[src/rtl/stx_pkg.sv]
package stx_pkg;

    typedef enum logic {
        STX_IDLE = 1'b0,
        STX_SEND = 1'b1
    } stx_state_e;

    typedef struct packed {
        logic load;   // capture byte, start a frame
        logic shift;  // advance one bit on the line
    } stx_ctrl_t;

    // number of line bits in one frame: start + data + stop
    function automatic int frame_bits(input int data_w);
        return data_w + 2;
    endfunction

    function automatic int cnt_width(input int n);
        int w;
        w = 1;
        while ((1 << w) < n) w++;
        return w;
    endfunction

endpackage

[src/rtl/stx_sequencer.sv]
module stx_sequencer
    import stx_pkg::*;
(
    input  logic      clk,
    input  logic      rst,
    input  logic      valid,
    input  logic      last_bit,
    output stx_ctrl_t ctrl,
    output logic      busy
);

    stx_state_e state_q, state_d;

    always_comb begin
        state_d    = state_q;
        ctrl.load  = 1'b0;
        ctrl.shift = 1'b0;
        unique case (state_q)
            STX_IDLE: begin
                if (valid) begin
                    ctrl.load = 1'b1;
                    state_d   = STX_SEND;
                end
            end
            STX_SEND: begin
                ctrl.shift = 1'b1;
                if (last_bit) state_d = STX_IDLE;
            end
            default: state_d = STX_IDLE;
        endcase
    end

    always_ff @(posedge clk) begin
        if (rst) state_q <= STX_IDLE;
        else     state_q <= state_d;
    end

    assign busy = (state_q == STX_SEND);

endmodule

[src/rtl/stx_bit_counter.sv]
module stx_bit_counter
    import stx_pkg::*;
#(
    parameter int FRAME_LEN = 10
) (
    input  logic      clk,
    input  logic      rst,
    input  stx_ctrl_t ctrl,
    output logic      last_bit
);

    localparam int CW = cnt_width(FRAME_LEN);
    localparam logic [CW-1:0] LAST = CW'(FRAME_LEN - 1);

    logic [CW-1:0] pos_q;

    always_ff @(posedge clk) begin
        if (rst || ctrl.load) pos_q <= '0;
        else if (ctrl.shift)  pos_q <= pos_q + 1'b1;
    end

    assign last_bit = (pos_q == LAST);

endmodule

[src/rtl/stx_shifter.sv]
module stx_shifter
    import stx_pkg::*;
#(
    parameter int DATA_W = 8
) (
    input  logic              clk,
    input  logic              rst,
    input  stx_ctrl_t         ctrl,
    input  logic [DATA_W-1:0] byte_in,
    output logic              line_bit
);

    localparam int FL = frame_bits(DATA_W);

    logic [FL-1:0] frame_q;

    // bit 0 drives the line; ones refill from the top so the line idles high
    always_ff @(posedge clk) begin
        if (rst)             frame_q <= '1;
        else if (ctrl.load)  frame_q <= {1'b1, byte_in, 1'b0};
        else if (ctrl.shift) frame_q <= {1'b1, frame_q[FL-1:1]};
    end

    assign line_bit = frame_q[0];

endmodule

[src/rtl/ser_byte_tx.sv]
module ser_byte_tx
    import stx_pkg::*;
#(
    parameter int DATA_W = 8
) (
    input  logic              clk,
    input  logic              rst,
    input  logic [DATA_W-1:0] data_in,
    input  logic              valid,
    output logic              serial_out,
    output logic              hold
);

    localparam int FRAME_LEN = frame_bits(DATA_W);

    stx_ctrl_t ctrl;
    logic      last_bit;
    logic      busy;

    stx_sequencer u_seq (
        .clk      (clk),
        .rst      (rst),
        .valid    (valid),
        .last_bit (last_bit),
        .ctrl     (ctrl),
        .busy     (busy)
    );

    stx_bit_counter #(.FRAME_LEN(FRAME_LEN)) u_cnt (
        .clk      (clk),
        .rst      (rst),
        .ctrl     (ctrl),
        .last_bit (last_bit)
    );

    stx_shifter #(.DATA_W(DATA_W)) u_shf (
        .clk      (clk),
        .rst      (rst),
        .ctrl     (ctrl),
        .byte_in  (data_in),
        .line_bit (serial_out)
    );

    assign hold = busy;

endmodule

[config.mk]
export PLATFORM = sky130hd
export DESIGN_NAME = ser_byte_tx
export DESIGN_NICKNAME = d
export VERILOG_FILES = /design/src/rtl/stx_pkg.sv /design/src/rtl/stx_sequencer.sv /design/src/rtl/stx_bit_counter.sv /design/src/rtl/stx_shifter.sv /design/src/rtl/ser_byte_tx.sv
export SDC_FILE = /design/constraint.sdc
export NUM_CORES = 1
export LEC_CHECK = 0
export CAP_MARGIN = 10
export CORE_UTILIZATION = 40
export DETAILED_ROUTE_END_ITERATION = 10
export GPL_ROUTABILITY_DRIVEN = 1
export PLACE_DENSITY = 0.62
export SETUP_SLACK_MARGIN = 0.3
export SLEW_MARGIN = 30
export SYNTH_ARGS = -nofsm -noshare
export SYNTH_HDL_FRONTEND = slang
export SYNTH_SLANG_ARGS = --single-unit
[constraint.sdc]
create_clock -name clk -period 1.43 [get_ports clk]
set_input_delay 0.143 -clock clk [delete_from_list [all_inputs] [get_ports clk]]
set_output_delay 0.143 -clock clk [all_outputs]
set_load 0.01 [all_outputs]
After elaboration in Yosys (flattened, before gate mapping)
Index checks and enable logic that the tools add are counted.

word-level totals
  register bits = 14
  logic and storage cells = 15

operators by class
  multiplexer cells = 7
  add/sub/neg operators = 1
  equal/unequal tests = 1
  reduce and logical (&&, ||, !) cells = 2
  bitwise operators = 1

operator list
  cell                   number
  $mux W9                2
  $add A4 B1 Y4 const B  1
  $eq A4 B4 Y1 const B   1
  $mux W1                4
  $pmux W1 S2            1
  $reduce_bool A2 Y1     1
  $logic_or A1 B1 Y1     1
  $not A1 Y1             1

Depth between registers and ports, before layout
Gate-level depths: netlist of the first run.

  depth after elaboration = 3
  mapped depth = 5
  depth with buffers taken out = 5

By module
Synthesis of the first run repeated with hierarchy kept, for this count alone.

unflattened totals
  cell total of the unflattened synthesis = 64
  area, all modules = 654.4 um^2

modules (own cells, without submodules)
  module           area each (um^2)  cells an instance  sequential area each (um^2)  instances
  stx_shifter      401.6             39                 180.2                        1
  stx_bit_counter  200.2             20                 80.1                         1
  stx_sequencer    52.6              5                  20.0                         1

Worst setup path before layout of the first run
OpenSTA, ideal clock, no wires.

  kind = register to register
  start point = reg u_seq.state_q, in the netlist u_seq.busy
  end point = reg u_cnt.pos_q[0]
  cell stages (with the launch flop) = 5
  buffers on the path = 1
  setup time = 126 ps
  data required time = 1,304 ps
  slack = 406 ps
  period minus slack after synthesis = 1,024 ps
  arrival = 898 ps
  cells stage by stage = dfxtp_1 > clkbuf_1 > nor3b_1 > a21oi_1 > nor2_1

between the ends
  longest elaborated chain between the ends = 2
  elaborated cells between the ends (all ways) = 3
  those cells by class = 2 x mux; 1 x reduce/logical

RTL lines
  item                    line                   text
  start, declared         stx_sequencer.sv:12    stx_state_e state_q, state_d;
  start signal, assigned  stx_sequencer.sv:35    else state_q <= state_d;
  $mux W1                 stx_sequencer.sv:18    unique case (state_q)
  $logic_or A1 B1 Y1      stx_bit_counter.sv:18  if (rst || ctrl.load) pos_q <= '0;
  end signal, assigned    stx_bit_counter.sv:19  else if (ctrl.shift) pos_q <= pos_q + 1'b1;
  end, declared           stx_bit_counter.sv:15  logic [CW-1:0] pos_q;

Parallel ways exist; a longest one is shown, timed or not.
A chain may end at the register's enable or synchronous reset.

Worst setup path after layout of the first run
  start point = reg u_seq.state_q, in the netlist u_seq.busy
  end point = out hold

RTL lines
  item           line               text
  end, declared  ser_byte_tx.sv:11  output logic hold

No word-level cell between the ends.

==> impl_metrics.xml, run 1 <==
<?xml version="1.0" encoding="UTF-8"?>
<metrics>
  <group name="synthesis">
    <metric name="synthDominantAreaCellType" unit="">sky130_fd_sc_hd__dfxtp_1</metric>
    <metric name="ys_seq_elements" unit="">14</metric>
    <metric name="syn-cell-area" unit="sq um">686</metric>
    <metric name="synth_top_cells_by_count" unit="">sky130_fd_sc_hd__dfxtp_1, sky130_fd_sc_hd__nand2b_1, sky130_fd_sc_hd__mux2i_1</metric>
    <metric name="ys_seq_area_frac" unit="">0.409</metric>
    <metric name="yosys.cell_types.count" unit="">21</metric>
    <metric name="number_of_synthesized_flops_with_an_enable_pin" unit="">0</metric>
    <metric name="synthArstFlopShare" unit="">0</metric>
    <metric name="post_synth_inst_count" unit="">67</metric>
    <metric name="post_synth.cell_area_avg" unit="sq um">10.2</metric>
    <metric name="yosysWarnings" unit="">0</metric>
    <metric name="most_instantiated_library_cell_after_synthesis" unit="">sky130_fd_sc_hd__dfxtp_1</metric>
    <metric name="yosysTopAreaCellShare" unit="">0.409</metric>
    <metric name="synthTopCellsByArea" unit="">sky130_fd_sc_hd__dfxtp_1, sky130_fd_sc_hd__mux2i_1, sky130_fd_sc_hd__nand2b_1, sky130_fd_sc_hd__mux2_2, sky130_fd_sc_hd__mux2_4</metric>
    <metric name="ys_dominant_reg_cell" unit="">sky130_fd_sc_hd__dfxtp_1</metric>
    <metric name="synth_nets" unit="">80</metric>
  </group>
  <group name="global_routing">
    <metric name="grt_max_degree" unit="">12</metric>
    <metric name="grt_overflow_total" unit="">0</metric>
    <metric name="grt_pass1_wl" unit="um">2130</metric>
    <metric name="first_global_vias" unit="">492</metric>
    <metric name="antenna_found_initial" unit="">0</metric>
    <metric name="grt.total_usage" unit="">0.157</metric>
  </group>
  <group name="critical_path">
    <metric name="end_kind" unit="">primary output</metric>
    <metric name="regToRegEndpoint" unit="">u_cnt.pos_q[1]$_SDFFE_PP0P_</metric>
    <metric name="critical-path-max-stage-delay" unit="ns">0.36</metric>
    <metric name="list_of_cells_traversed_by_the_critical_path" unit="">dlygate4sd2_1</metric>
    <metric name="worstPathMaxFanout" unit="">3</metric>
    <metric name="cp_num_cells" unit="">1</metric>
    <metric name="startpoint" unit="">u_seq.busy$_SDFF_PP0_</metric>
    <metric name="cp_top_family" unit="">flip-flops</metric>
    <metric name="crit_end" unit="">hold</metric>
    <metric name="r2r_start" unit="">u_cnt.pos_q[1]$_SDFFE_PP0P_</metric>
    <metric name="arrival" unit="ns">0.92</metric>
    <metric name="criticalPathCategory" unit="">reg -&gt; out</metric>
    <metric name="buffer_and_inverter_count_on_the_worst_path" unit="">1</metric>
    <metric name="worstRegToRegCells" unit="">5</metric>
    <metric name="cp.required" unit="ns">1.29</metric>
    <metric name="reg2reg_slack" unit="ns">0.38</metric>
    <metric name="critical-path-slowest-cell" unit="">sky130_fd_sc_hd__dfxtp_1</metric>
    <metric name="startpoint_type" unit="">register</metric>
  </group>
  <group name="power">
    <metric name="p_total" unit="uW">787</metric>
    <metric name="vdd_drop_max" unit="mV">0.528</metric>
    <metric name="p_leak" unit="uW">0.000377</metric>
    <metric name="cellPowerDensity" unit="mW/mm^2">893</metric>
  </group>
  <group name="run_status">
    <metric name="violations" unit="">DRC</metric>
    <metric name="run_status" unit="">finished with violations</metric>
  </group>
  <group name="timing">
    <metric name="fin_setup_tns" unit="ns">0</metric>
    <metric name="worstMarginPinSlew" unit="ns">0.226</metric>
    <metric name="maxClockFrequency" unit="MHz">944</metric>
    <metric name="final_max_slew_viol_count" unit="">0</metric>
    <metric name="fin_hold_viols" unit="">0</metric>
    <metric name="finClkSkew" unit="ns">0.00160</metric>
    <metric name="worst_slew_margin_rel" unit="">0.849</metric>
    <metric name="timing.final.setup_violations" unit="">0</metric>
    <metric name="final_min_period_over_clock_period" unit="">0.741</metric>
    <metric name="rsz_0062_raised_after_global_routing" unit="">false</metric>
    <metric name="hold_slack" unit="ns">0.412</metric>
    <metric name="final_period_minus_worst_setup_slack" unit="ns">1.06</metric>
  </group>
  <group name="worst_hold_path">
    <metric name="hold_crit_class" unit="">in -&gt; reg</metric>
  </group>
  <group name="cells_and_area">
    <metric name="nFillCells" unit="">139</metric>
    <metric name="design.final.nets" unit="">100</metric>
    <metric name="regArea" unit="sq um">283</metric>
    <metric name="multi_input_area" unit="sq um">372</metric>
    <metric name="final_core_utilization" unit="">0.565</metric>
    <metric name="antenna_cells" unit="">0</metric>
    <metric name="layout-area-overhead-vs-synth" unit="%">28.5</metric>
    <metric name="post_route_cells_drive_above_1_share" unit="">0.235</metric>
  </group>
  <group name="clock_network">
    <metric name="cts_htree_levels" unit="">1</metric>
    <metric name="tritoncts_num_sinks" unit="">14</metric>
    <metric name="post_cts_buffers" unit="">0</metric>
    <metric name="tritoncts" unit="">done</metric>
    <metric name="worst_skew_pair.late_latency" unit="ns">0.27</metric>
    <metric name="clock_path_buffers" unit="">2</metric>
    <metric name="clock_tree.root_cell" unit="">sky130_fd_sc_hd__clkbuf_4</metric>
    <metric name="cts_made_buffers" unit="">3</metric>
    <metric name="clkSlewWorstSetupHoldPaths" unit="ns">0.08</metric>
  </group>
  <group name="detailed_routing">
    <metric name="route.antenna.remaining_nets" unit="">0</metric>
    <metric name="wirelength" unit="um">1230</metric>
    <metric name="drtPass1Iterations" unit="">6</metric>
    <metric name="via_count" unit="">513</metric>
    <metric name="via_per_inst" unit="">5.08</metric>
    <metric name="drt-initial-drc-count" unit="">7</metric>
    <metric name="route.detailed.wl_per_inst" unit="um">12.2</metric>
    <metric name="drcViolationCount" unit="">2</metric>
  </group>
  <group name="place">
    <metric name="hpwl" unit="um">895</metric>
    <metric name="numPortBuffers" unit="">12</metric>
    <metric name="place_congestion" unit="">0.715</metric>
  </group>
  <group name="floorplan">
    <metric name="floorplan.die.height" unit="um">43.4</metric>
    <metric name="coreArea" unit="sq mm">0.00156</metric>
    <metric name="die_x" unit="um">43.4</metric>
    <metric name="die_area" unit="sq mm">0.00188</metric>
    <metric name="start_util" unit="">0.440</metric>
    <metric name="rows" unit="">14</metric>
    <metric name="pin_count" unit="">13</metric>
  </group>
  <group name="flow_run">
    <metric name="maxCapViolations" unit="">0</metric>
  </group>
</metrics>
## area by class of cell
cell class / instances / share of cell area
inverter: 2 / 0.00852
clock buffer: 3 / 0.0256
multi-input combinational: 47 / 0.422
sequential: 14 / 0.321
tap: 16 / 0.0227
timing repair buffer: 19 / 0.200
## where the power goes
| group | internal [uW] | switching (uW) | total (uW) |
|---|---|---|---|
| logic | 89.6 | 53.9 | 143 |
| clock network | 97.4 | 120 | 217 |
| registers | 412 | 14.0 | 426 |
## worst min-delay path by stage
stage | startpoint | endpoint | slack [ns] | cells past startpoint
after CTS | data_in[7] | u_shf.frame_q[8]$_SDFFE_PP1P_ | 0.46 | 3
after detailed placement | u_shf.frame_q[1]$_SDFFE_PP1P_ | u_shf.frame_q[0]$_SDFFE_PP1P_ | 0.46 | 2
after global routing | valid | u_shf.frame_q[7]$_SDFFE_PP1P_ | 0.44 | 5
after floorplan | rst | u_shf.frame_q[1]$_SDFFE_PP1P_ | 0.24 | 1
after global placement | u_shf.frame_q[7]$_SDFFE_PP1P_ | u_shf.frame_q[6]$_SDFFE_PP1P_ | 0.46 | 2
final | valid | u_shf.frame_q[7]$_SDFFE_PP1P_ | 0.41 | 5
## registers in the layout, summed over array words and instances, names as in the netlist
name,flops
u_seq.busy,1
u_cnt.pos_q,4
u_shf.frame_q,9
## repair_timing
item                                    in CTS  in global routing
endpoints found under the hold margin        0                  0
resized for setup                            3                  3
cloned                                       0                  0
endpoints found under the setup margin       3                  8
hold buffers                                 0                  0
## through the flow
| stage | worst slack [ns] | cell area, sq um | cells |
|---|---|---|---|
| 3_3_place_gp | 0.0373 | 852 | 98 |
| 4_1_cts | 0.305 | 876 | 101 |
| 5_1_grt | 0.305 | 881 | 101 |
| 3_5_place_dp | -0.00664 | 852 | 98 |
| 6_report | 0.371 | 881 | 101 |
| 2_1_floorplan | 0.406 | 686 | 67 |
## cell families after synthesis
kind of cell | after synthesis | synth area share
XOR/XNOR | 1 | 0.0128
adder cells (fa/ha/maj) | 2 | 0.0365
AND/OR/NAND/NOR | 21 | 0.173
flip-flops | 14 | 0.409
multiplexers | 15 | 0.248
AO/OA/AOI/OAI | 8 | 0.0712
buffers and inverters | 6 | 0.0493
## cell usage in the layout, fill, tap and decap left out, types with 2 or more instances in the layout
cell,synthesis,layout
sky130_fd_sc_hd__dfxtp_1,14,12
sky130_fd_sc_hd__nand2b_1,9,9
sky130_fd_sc_hd__clkdlybuf4s50_1,0,9
sky130_fd_sc_hd__mux2i_1,8,8
sky130_fd_sc_hd__buf_4,1,6
sky130_fd_sc_hd__nor2_1,5,5
sky130_fd_sc_hd__mux2_2,4,4
sky130_fd_sc_hd__a21oi_1,4,4
sky130_fd_sc_hd__mux2_4,3,3
sky130_fd_sc_hd__clkbuf_4,0,3
sky130_fd_sc_hd__inv_1,2,2
sky130_fd_sc_hd__o21ai_0,2,2
sky130_fd_sc_hd__nor3b_1,2,2
sky130_fd_sc_hd__nor3_1,2,2
sky130_fd_sc_hd__ha_1,2,2
sky130_fd_sc_hd__dlygate4sd2_1,0,2
sky130_fd_sc_hd__dfxtp_2,0,2
## routing by layer
metal	GRT usage	part of all wire
met2	0.245	0.49
met4	0.0938	0.0073
met5	0	0
met1	0.197	0.47
met3	0.0375	0.031
Power figures use the tool's default switching activity.
==> run 2, diff against run 1 <==
--- a/config.mk
+++ b/config.mk
@@ -9,7 +9,7 @@
 export CORE_UTILIZATION = 40
 export DETAILED_ROUTE_END_ITERATION = 10
 export GPL_ROUTABILITY_DRIVEN = 1
-export PLACE_DENSITY = 0.62
+export PLACE_DENSITY = 0.64
 export SETUP_SLACK_MARGIN = 0.3
 export SLEW_MARGIN = 30
 export SYNTH_ARGS = -nofsm -noshare
==> constraint.sdc (replaced) <==
create_clock -name clk -period 0.94 [get_ports clk]
set_input_delay 0.094 -clock clk [delete_from_list [all_inputs] [get_ports clk]]
set_output_delay 0.094 -clock clk [all_outputs]
set_load 0.01 [all_outputs]
==> impl_metrics.xml, run 2 (same netlist as run 1, synthesis figures left out) <==
<?xml version="1.0" encoding="UTF-8"?>
<metrics>
  <group name="global_routing">
    <metric name="antenna_found_initial" unit="">0</metric>
    <metric name="globalRouteMet3Util" unit="">0.0625</metric>
    <metric name="global_route.usage.met2" unit="">0.330</metric>
    <metric name="first_global_vias" unit="">599</metric>
    <metric name="grt_pass1_wl" unit="um">2480</metric>
    <metric name="grt.busiest_layer" unit="">met2</metric>
    <metric name="global_route.usage.met1" unit="">0.196</metric>
    <metric name="grt_overflow_total" unit="">0</metric>
    <metric name="grt_max_degree" unit="">9</metric>
    <metric name="grt.total_usage" unit="">0.187</metric>
  </group>
  <group name="critical_path">
    <metric name="startpoint_type" unit="">register</metric>
    <metric name="critical-path-slowest-cell" unit="">sky130_fd_sc_hd__dfxtp_2</metric>
    <metric name="arrival" unit="ns">1.20</metric>
    <metric name="end_kind" unit="">register</metric>
    <metric name="criticalPathCategory" unit="">reg -&gt; reg</metric>
    <metric name="cp_top_family" unit="">flip-flops</metric>
    <metric name="worstPathMaxFanout" unit="">2</metric>
    <metric name="reg2reg_slack" unit="ns">-0.07</metric>
    <metric name="cp.required" unit="ns">1.12</metric>
    <metric name="list_of_cells_traversed_by_the_critical_path" unit="">inv_2 &gt; ha_4 &gt; nand2b_4 &gt; o31a_2 &gt; nor2_1</metric>
    <metric name="r2r_start" unit="">u_cnt.pos_q[1]$_SDFFE_PP0P_</metric>
    <metric name="buffer_and_inverter_count_on_the_worst_path" unit="">1</metric>
    <metric name="critical-path-max-stage-delay" unit="ns">0.36</metric>
    <metric name="startpoint" unit="">u_cnt.pos_q[1]$_SDFFE_PP0P_</metric>
  </group>
  <group name="detailed_routing">
    <metric name="drcViolationCount" unit="">2</metric>
    <metric name="route.detailed.wl_per_inst" unit="um">14.5</metric>
    <metric name="drtPass1Iterations" unit="">6</metric>
    <metric name="via_count" unit="">576</metric>
    <metric name="drt-initial-drc-count" unit="">3</metric>
    <metric name="via_per_inst" unit="">5.01</metric>
    <metric name="route.antenna.remaining_nets" unit="">0</metric>
    <metric name="wirelength" unit="um">1670</metric>
  </group>
  <group name="cells_and_area">
    <metric name="finish.instance_area" unit="sq mm">0.00108</metric>
    <metric name="nFillCells" unit="">135</metric>
    <metric name="layout_commonest_cell" unit="">sky130_fd_sc_hd__buf_4</metric>
    <metric name="antenna_cells" unit="">0</metric>
    <metric name="largest_reg_flops" unit="">9</metric>
    <metric name="post_route_cells_drive_above_1_share" unit="">0.485</metric>
    <metric name="final_cell_mix" unit="">sky130_fd_sc_hd__buf_4, sky130_fd_sc_hd__buf_6, sky130_fd_sc_hd__clkdlybuf4s50_1</metric>
    <metric name="design.final.nets" unit="">113</metric>
    <metric name="layout-area-overhead-vs-synth" unit="%">57.3</metric>
    <metric name="top_register" unit="">u_shf.frame_q</metric>
  </group>
  <group name="floorplan">
    <metric name="floorplan.die.height" unit="um">43.4</metric>
    <metric name="rows" unit="">14</metric>
    <metric name="start_util" unit="">0.440</metric>
    <metric name="die_x" unit="um">43.4</metric>
    <metric name="die_area" unit="sq mm">0.00188</metric>
    <metric name="coreArea" unit="sq mm">0.00156</metric>
    <metric name="pin_count" unit="">13</metric>
  </group>
  <group name="timing">
    <metric name="finClkSkew" unit="ns">0.00146</metric>
    <metric name="rsz_0062_raised_after_global_routing" unit="">true</metric>
    <metric name="worstMarginPinSlew" unit="ns">0.193</metric>
    <metric name="fin_setup_tns" unit="ns">-0.183</metric>
    <metric name="final_max_slew_viol_count" unit="">0</metric>
    <metric name="maxClockFrequency" unit="MHz">986</metric>
    <metric name="timing.final.setup_violations" unit="">4</metric>
    <metric name="worst_slew_margin_rel" unit="">0.870</metric>
    <metric name="final_period_minus_worst_setup_slack" unit="ns">1.01</metric>
    <metric name="setup_slack" unit="ns">-0.0740</metric>
    <metric name="fin_hold_viols" unit="">0</metric>
    <metric name="final_min_period_over_clock_period" unit="">1.08</metric>
  </group>
  <group name="run_status">
    <metric name="run_status" unit="">finished with violations</metric>
    <metric name="violations" unit="">DRC, setup timing</metric>
  </group>
  <group name="clock_network">
    <metric name="cts_made_buffers" unit="">3</metric>
    <metric name="clock_tree.root_cell" unit="">sky130_fd_sc_hd__clkbuf_4</metric>
    <metric name="clock_path_buffers" unit="">2</metric>
    <metric name="worst_skew_pair.late_latency" unit="ns">0.28</metric>
    <metric name="clkSlewWorstSetupHoldPaths" unit="ns">0.09</metric>
    <metric name="tritoncts_num_sinks" unit="">14</metric>
    <metric name="tritoncts" unit="">done</metric>
    <metric name="cts_htree_levels" unit="">1</metric>
  </group>
  <group name="place">
    <metric name="hpwl" unit="um">938</metric>
    <metric name="dpl_cell_area" unit="sq um">891</metric>
    <metric name="pre_cts_slack" unit="ns">-0.469</metric>
    <metric name="numPortBuffers" unit="">12</metric>
    <metric name="place_congestion" unit="">0.748</metric>
  </group>
  <group name="flow_run">
    <metric name="maxCapViolations" unit="">0</metric>
  </group>
  <group name="worst_hold_path">
    <metric name="hold_path.startpoint" unit="">data_in[7]</metric>
    <metric name="hold_crit_class" unit="">in -&gt; reg</metric>
  </group>
  <group name="power">
    <metric name="cellPowerDensity" unit="mW/mm^2">1320</metric>
    <metric name="p_leak" unit="uW">0.000463</metric>
    <metric name="vdd_drop_max" unit="mV">0.987</metric>
    <metric name="p_total" unit="uW">1420</metric>
  </group>
</metrics>
run 2: what timing repair did:
item	CTS	global route
pin swaps	4	3
hold buffers	0	0
buffers inserted	5	3
resized for setup	26	6
endpoints found under the setup margin	16	16
hold endpoints to repair	0	0
gates cloned	1	0
run 2: through the flow:
step	cells	hold WS [ns]	utilization
floorplan	67	0.195	-
global placement	102	0.457	0.571
detailed placement	102	0.465	0.571
CTS	112	0.420	0.663
global route	115	0.430	0.692
finish	115	0.426	0.692
run 2: path summary, 6_finish.rpt:
path,end,cells past startpoint
setup / recovery,u_cnt.pos_q[1]$_SDFFE_PP0P_,5
hold / removal,u_shf.frame_q[8]$_SDFFE_PP1P_,3
setup reg to reg,u_cnt.pos_q[1]$_SDFFE_PP0P_,5
hold reg to reg,u_shf.frame_q[0]$_SDFFE_PP1P_,2
run 2: routing by layer:
layer | part of all wire | wire length (um) | vias up
met2 | 0.56 | 941 | 8
li1 | - | - | 294
met1 | 0.41 | 692 | 274
met3 | 0.023 | 39 | 0
met4 | 0 | 0 | 0
met5 | 0 | 0 | -
run 2: power breakdown:
part / internal (uW) / switching, uW / leakage, uW
clock: 236 / 208 / 0.0000210
combinational: 203 / 111 / 0.000328
sequential: 630 / 30.2 / 0.000115
run 2: worst reg2reg max path: stages (launching register included):
cell and delay (ns):
sky130_fd_sc_hd__dfxtp_2 0.36, sky130_fd_sc_hd__inv_2 0.05, sky130_fd_sc_hd__ha_4 0.25, sky130_fd_sc_hd__nand2b_4 0.10, sky130_fd_sc_hd__o31a_2 0.12, sky130_fd_sc_hd__nor2_1 0.03
run 2: area by class of cell:
| class | instances | area, sq um | share of cell area |
|---|---|---|---|
| Clock buffer | 4 | 36.3 | 0.0336 |
| Inverter | 2 | 7.51 | 0.00696 |
| Multi-Input combinational cell | 47 | 423 | 0.392 |
| Sequential cell | 14 | 293 | 0.271 |
| Tap cell | 16 | 20.0 | 0.0186 |
| Timing Repair Buffer | 32 | 299 | 0.277 |
==> run 3, diff against run 2 <==
--- a/config.mk
+++ b/config.mk
@@ -7,9 +7,11 @@
 export LEC_CHECK = 0
 export CAP_MARGIN = 10
 export CORE_UTILIZATION = 40
+export CTS_CLUSTER_SIZE = 10
 export DETAILED_ROUTE_END_ITERATION = 10
+export DONT_BUFFER_PORTS = 1
 export GPL_ROUTABILITY_DRIVEN = 1
-export PLACE_DENSITY = 0.64
+export PLACE_DENSITY = 0.54
 export SETUP_SLACK_MARGIN = 0.3
 export SLEW_MARGIN = 30
 export SYNTH_ARGS = -nofsm -noshare
==> impl_metrics.xml, run 3 (same netlist as run 1, synthesis figures left out) <==
<?xml version="1.0" encoding="UTF-8"?>
<metrics>
  <group name="clock_network">
    <metric name="cts_htree_levels" unit="">1</metric>
    <metric name="clock_path_buffers" unit="">2</metric>
    <metric name="clkSlewWorstSetupHoldPaths" unit="ns">0.08</metric>
    <metric name="clock_tree.root_cell" unit="">sky130_fd_sc_hd__clkbuf_4</metric>
    <metric name="tritoncts_num_sinks" unit="">14</metric>
    <metric name="worst_skew_pair.late_latency" unit="ns">0.27</metric>
    <metric name="cts_made_buffers" unit="">3</metric>
    <metric name="tritoncts" unit="">done</metric>
  </group>
  <group name="critical_path">
    <metric name="cp.required" unit="ns">1.12</metric>
    <metric name="r2r_start" unit="">u_cnt.pos_q[1]$_SDFFE_PP0P_</metric>
    <metric name="end_kind" unit="">register</metric>
    <metric name="reg2reg_slack" unit="ns">-0.06</metric>
    <metric name="worstRegToRegCells" unit="">5</metric>
    <metric name="buffer_and_inverter_count_on_the_worst_path" unit="">1</metric>
    <metric name="list_of_cells_traversed_by_the_critical_path" unit="">inv_2 &gt; ha_4 &gt; nand2b_4 &gt; o31a_2 &gt; nor2_1</metric>
    <metric name="criticalPathCategory" unit="">reg -&gt; reg</metric>
    <metric name="startpoint_type" unit="">register</metric>
    <metric name="arrival" unit="ns">1.17</metric>
    <metric name="critical-path-max-stage-delay" unit="ns">0.35</metric>
    <metric name="worstPathMaxFanout" unit="">3</metric>
    <metric name="critical-path-slowest-cell" unit="">sky130_fd_sc_hd__dfxtp_2</metric>
    <metric name="regToRegEndpoint" unit="">u_cnt.pos_q[1]$_SDFFE_PP0P_</metric>
    <metric name="cp_top_family" unit="">flip-flops</metric>
  </group>
  <group name="cells_and_area">
    <metric name="final_core_utilization" unit="">0.532</metric>
    <metric name="final_cell_mix" unit="">sky130_fd_sc_hd__dfxtp_1, sky130_fd_sc_hd__mux2i_1, sky130_fd_sc_hd__nand2b_1</metric>
    <metric name="antenna_cells" unit="">0</metric>
    <metric name="instances_no_fill" unit="">89</metric>
    <metric name="post_route_cells_drive_above_1_share" unit="">0.425</metric>
    <metric name="layout-area-overhead-vs-synth" unit="%">21.0</metric>
    <metric name="nFillCells" unit="">149</metric>
    <metric name="top_register" unit="">u_shf.frame_q</metric>
    <metric name="largest_reg_flops" unit="">9</metric>
    <metric name="layout_commonest_cell" unit="">sky130_fd_sc_hd__dfxtp_1</metric>
    <metric name="design.final.nets" unit="">87</metric>
  </group>
  <group name="floorplan">
    <metric name="die_area" unit="sq mm">0.00188</metric>
    <metric name="pin_count" unit="">13</metric>
    <metric name="die_x" unit="um">43.4</metric>
    <metric name="rows" unit="">14</metric>
    <metric name="coreArea" unit="sq mm">0.00156</metric>
    <metric name="floorplan.die.height" unit="um">43.4</metric>
    <metric name="start_util" unit="">0.440</metric>
  </group>
  <group name="timing">
    <metric name="fin_setup_tns" unit="ns">-0.169</metric>
    <metric name="finClkSkew" unit="ns">0.00293</metric>
    <metric name="final_period_minus_worst_setup_slack" unit="ns">0.996</metric>
    <metric name="fin_hold_viols" unit="">14</metric>
    <metric name="worst_slew_margin_rel" unit="">0.877</metric>
    <metric name="setup_slack" unit="ns">-0.0563</metric>
    <metric name="maxClockFrequency" unit="MHz">1000</metric>
    <metric name="hold_slack" unit="ns">-0.137</metric>
    <metric name="worstMarginPinSlew" unit="ns">0.183</metric>
    <metric name="final_max_slew_viol_count" unit="">0</metric>
    <metric name="rsz_0062_raised_after_global_routing" unit="">true</metric>
    <metric name="final_min_period_over_clock_period" unit="">1.06</metric>
    <metric name="timing.final.setup_violations" unit="">8</metric>
  </group>
  <group name="place">
    <metric name="numPortBuffers" unit="">0</metric>
    <metric name="placedCellCount" unit="">81</metric>
    <metric name="hpwl" unit="um">733</metric>
    <metric name="place_congestion" unit="">0.645</metric>
  </group>
  <group name="global_routing">
    <metric name="global_route.usage.met2" unit="">0.224</metric>
    <metric name="grt.busiest_layer" unit="">met2</metric>
    <metric name="grt_overflow_total" unit="">0</metric>
    <metric name="antenna_found_initial" unit="">0</metric>
    <metric name="grt_pass1_wl" unit="um">1920</metric>
    <metric name="grt_max_degree" unit="">23</metric>
    <metric name="grt.total_usage" unit="">0.141</metric>
    <metric name="global_route.usage.met1" unit="">0.161</metric>
    <metric name="globalRouteMet3Util" unit="">0.0708</metric>
    <metric name="first_global_vias" unit="">432</metric>
  </group>
  <group name="run_status">
    <metric name="run_status" unit="">finished with violations</metric>
    <metric name="violations" unit="">hold timing, setup timing</metric>
  </group>
  <group name="power">
    <metric name="p_total" unit="uW">1250</metric>
    <metric name="p_leak" unit="uW">0.000340</metric>
    <metric name="cellPowerDensity" unit="mW/mm^2">1510</metric>
    <metric name="vdd_drop_max" unit="mV">1.05</metric>
  </group>
  <group name="worst_hold_path">
    <metric name="whs_endpoint" unit="">u_seq.busy$_SDFF_PP0_</metric>
    <metric name="hold_path.startpoint" unit="">rst</metric>
    <metric name="worstHoldPathCells" unit="">1</metric>
    <metric name="hold_crit_class" unit="">in -&gt; reg</metric>
  </group>
  <group name="detailed_routing">
    <metric name="drt-initial-drc-count" unit="">2</metric>
    <metric name="via_per_inst" unit="">5.31</metric>
    <metric name="wirelength" unit="um">1250</metric>
    <metric name="route.detailed.wl_per_inst" unit="um">14.0</metric>
    <metric name="drtPass1Iterations" unit="">3</metric>
    <metric name="drcViolationCount" unit="">0</metric>
    <metric name="route.antenna.remaining_nets" unit="">0</metric>
    <metric name="via_count" unit="">473</metric>
  </group>
  <group name="flow_run">
    <metric name="maxCapViolations" unit="">0</metric>
  </group>
</metrics>
==> run 3: changes by cell type in the layout (fill, tap and decap cells not counted), moves of 3 or more <==
cell                              previous run  this run
sky130_fd_sc_hd__buf_4                      11         3
sky130_fd_sc_hd__buf_6                      10         2
sky130_fd_sc_hd__clkdlybuf4s50_1             9         0
sky130_fd_sc_hd__dfxtp_1                     6         9
sky130_fd_sc_hd__dfxtp_2                     7         3
==> run 3: routing by layer <==
metal,wire [um],share of wire,up-vias
met1,570,0.46,218
met4,13,0.010,0
met2,591,0.47,11
met3,73,0.058,2
met5,0,0,-
li1,-,-,242
==> run 3: worst max path at each step <==
stage                                       end  slack (ns)  cells after the start                   startpoint
global placement    u_cnt.pos_q[1]$_SDFFE_PP0P_       -0.06                      5  u_cnt.pos_q[1]$_SDFFE_PP0P_
finish              u_cnt.pos_q[1]$_SDFFE_PP0P_       -0.06                      5  u_cnt.pos_q[1]$_SDFFE_PP0P_
global route        u_cnt.pos_q[1]$_SDFFE_PP0P_       -0.10                      5  u_cnt.pos_q[1]$_SDFFE_PP0P_
detailed placement  u_cnt.pos_q[1]$_SDFFE_PP0P_       -0.08                      5  u_cnt.pos_q[1]$_SDFFE_PP0P_
floorplan           u_cnt.pos_q[1]$_SDFFE_PP0P_       -0.04                      5  u_cnt.pos_q[1]$_SDFFE_PP0P_
CTS                 u_cnt.pos_q[1]$_SDFFE_PP0P_       -0.07                      5  u_cnt.pos_q[1]$_SDFFE_PP0P_
==> run 3: stage by stage <==
step                instance area, sq um  hold slack, ns  setup slack, ns
global route                         830          -0.166           -0.105
finish                               830          -0.137          -0.0563
detailed placement                   703           0.162          -0.0767
global placement                     703           0.161          -0.0554
floorplan                            708           0.195          -0.0423
CTS                                  771          -0.141          -0.0673
==> run 3: what timing repair did <==
action,4_1_cts,5_1_grt
pin swaps,2,7
endpoints found under the hold margin,14,14
buffers inserted,1,3
endpoints found under the setup margin,16,16
cloned,0,0
gates resized for setup,4,11
==> run 3: final cells by class <==
type | count | area, sq um | area share
Tap cell | 16 | 20.0 | 0.0241
Sequential cell | 14 | 292 | 0.351
Multi-Input combinational cell | 47 | 414 | 0.499
Clock buffer | 4 | 36.3 | 0.0437
Timing Repair Buffer | 6 | 60.1 | 0.0724
Inverter | 2 | 7.51 | 0.00905
==> run 3: power by group <==
| part | total [uW] | leakage [uW] | switching [uW] | internal (uW) |
|---|---|---|---|---|
| Clock | 421 | 0.0000210 | 186 | 236 |
| Sequential | 659 | 0.000116 | 32.2 | 627 |
| Combinational | 168 | 0.000203 | 57.2 | 111 |
| Total | 1250 | 0.000340 | 275 | 973 |
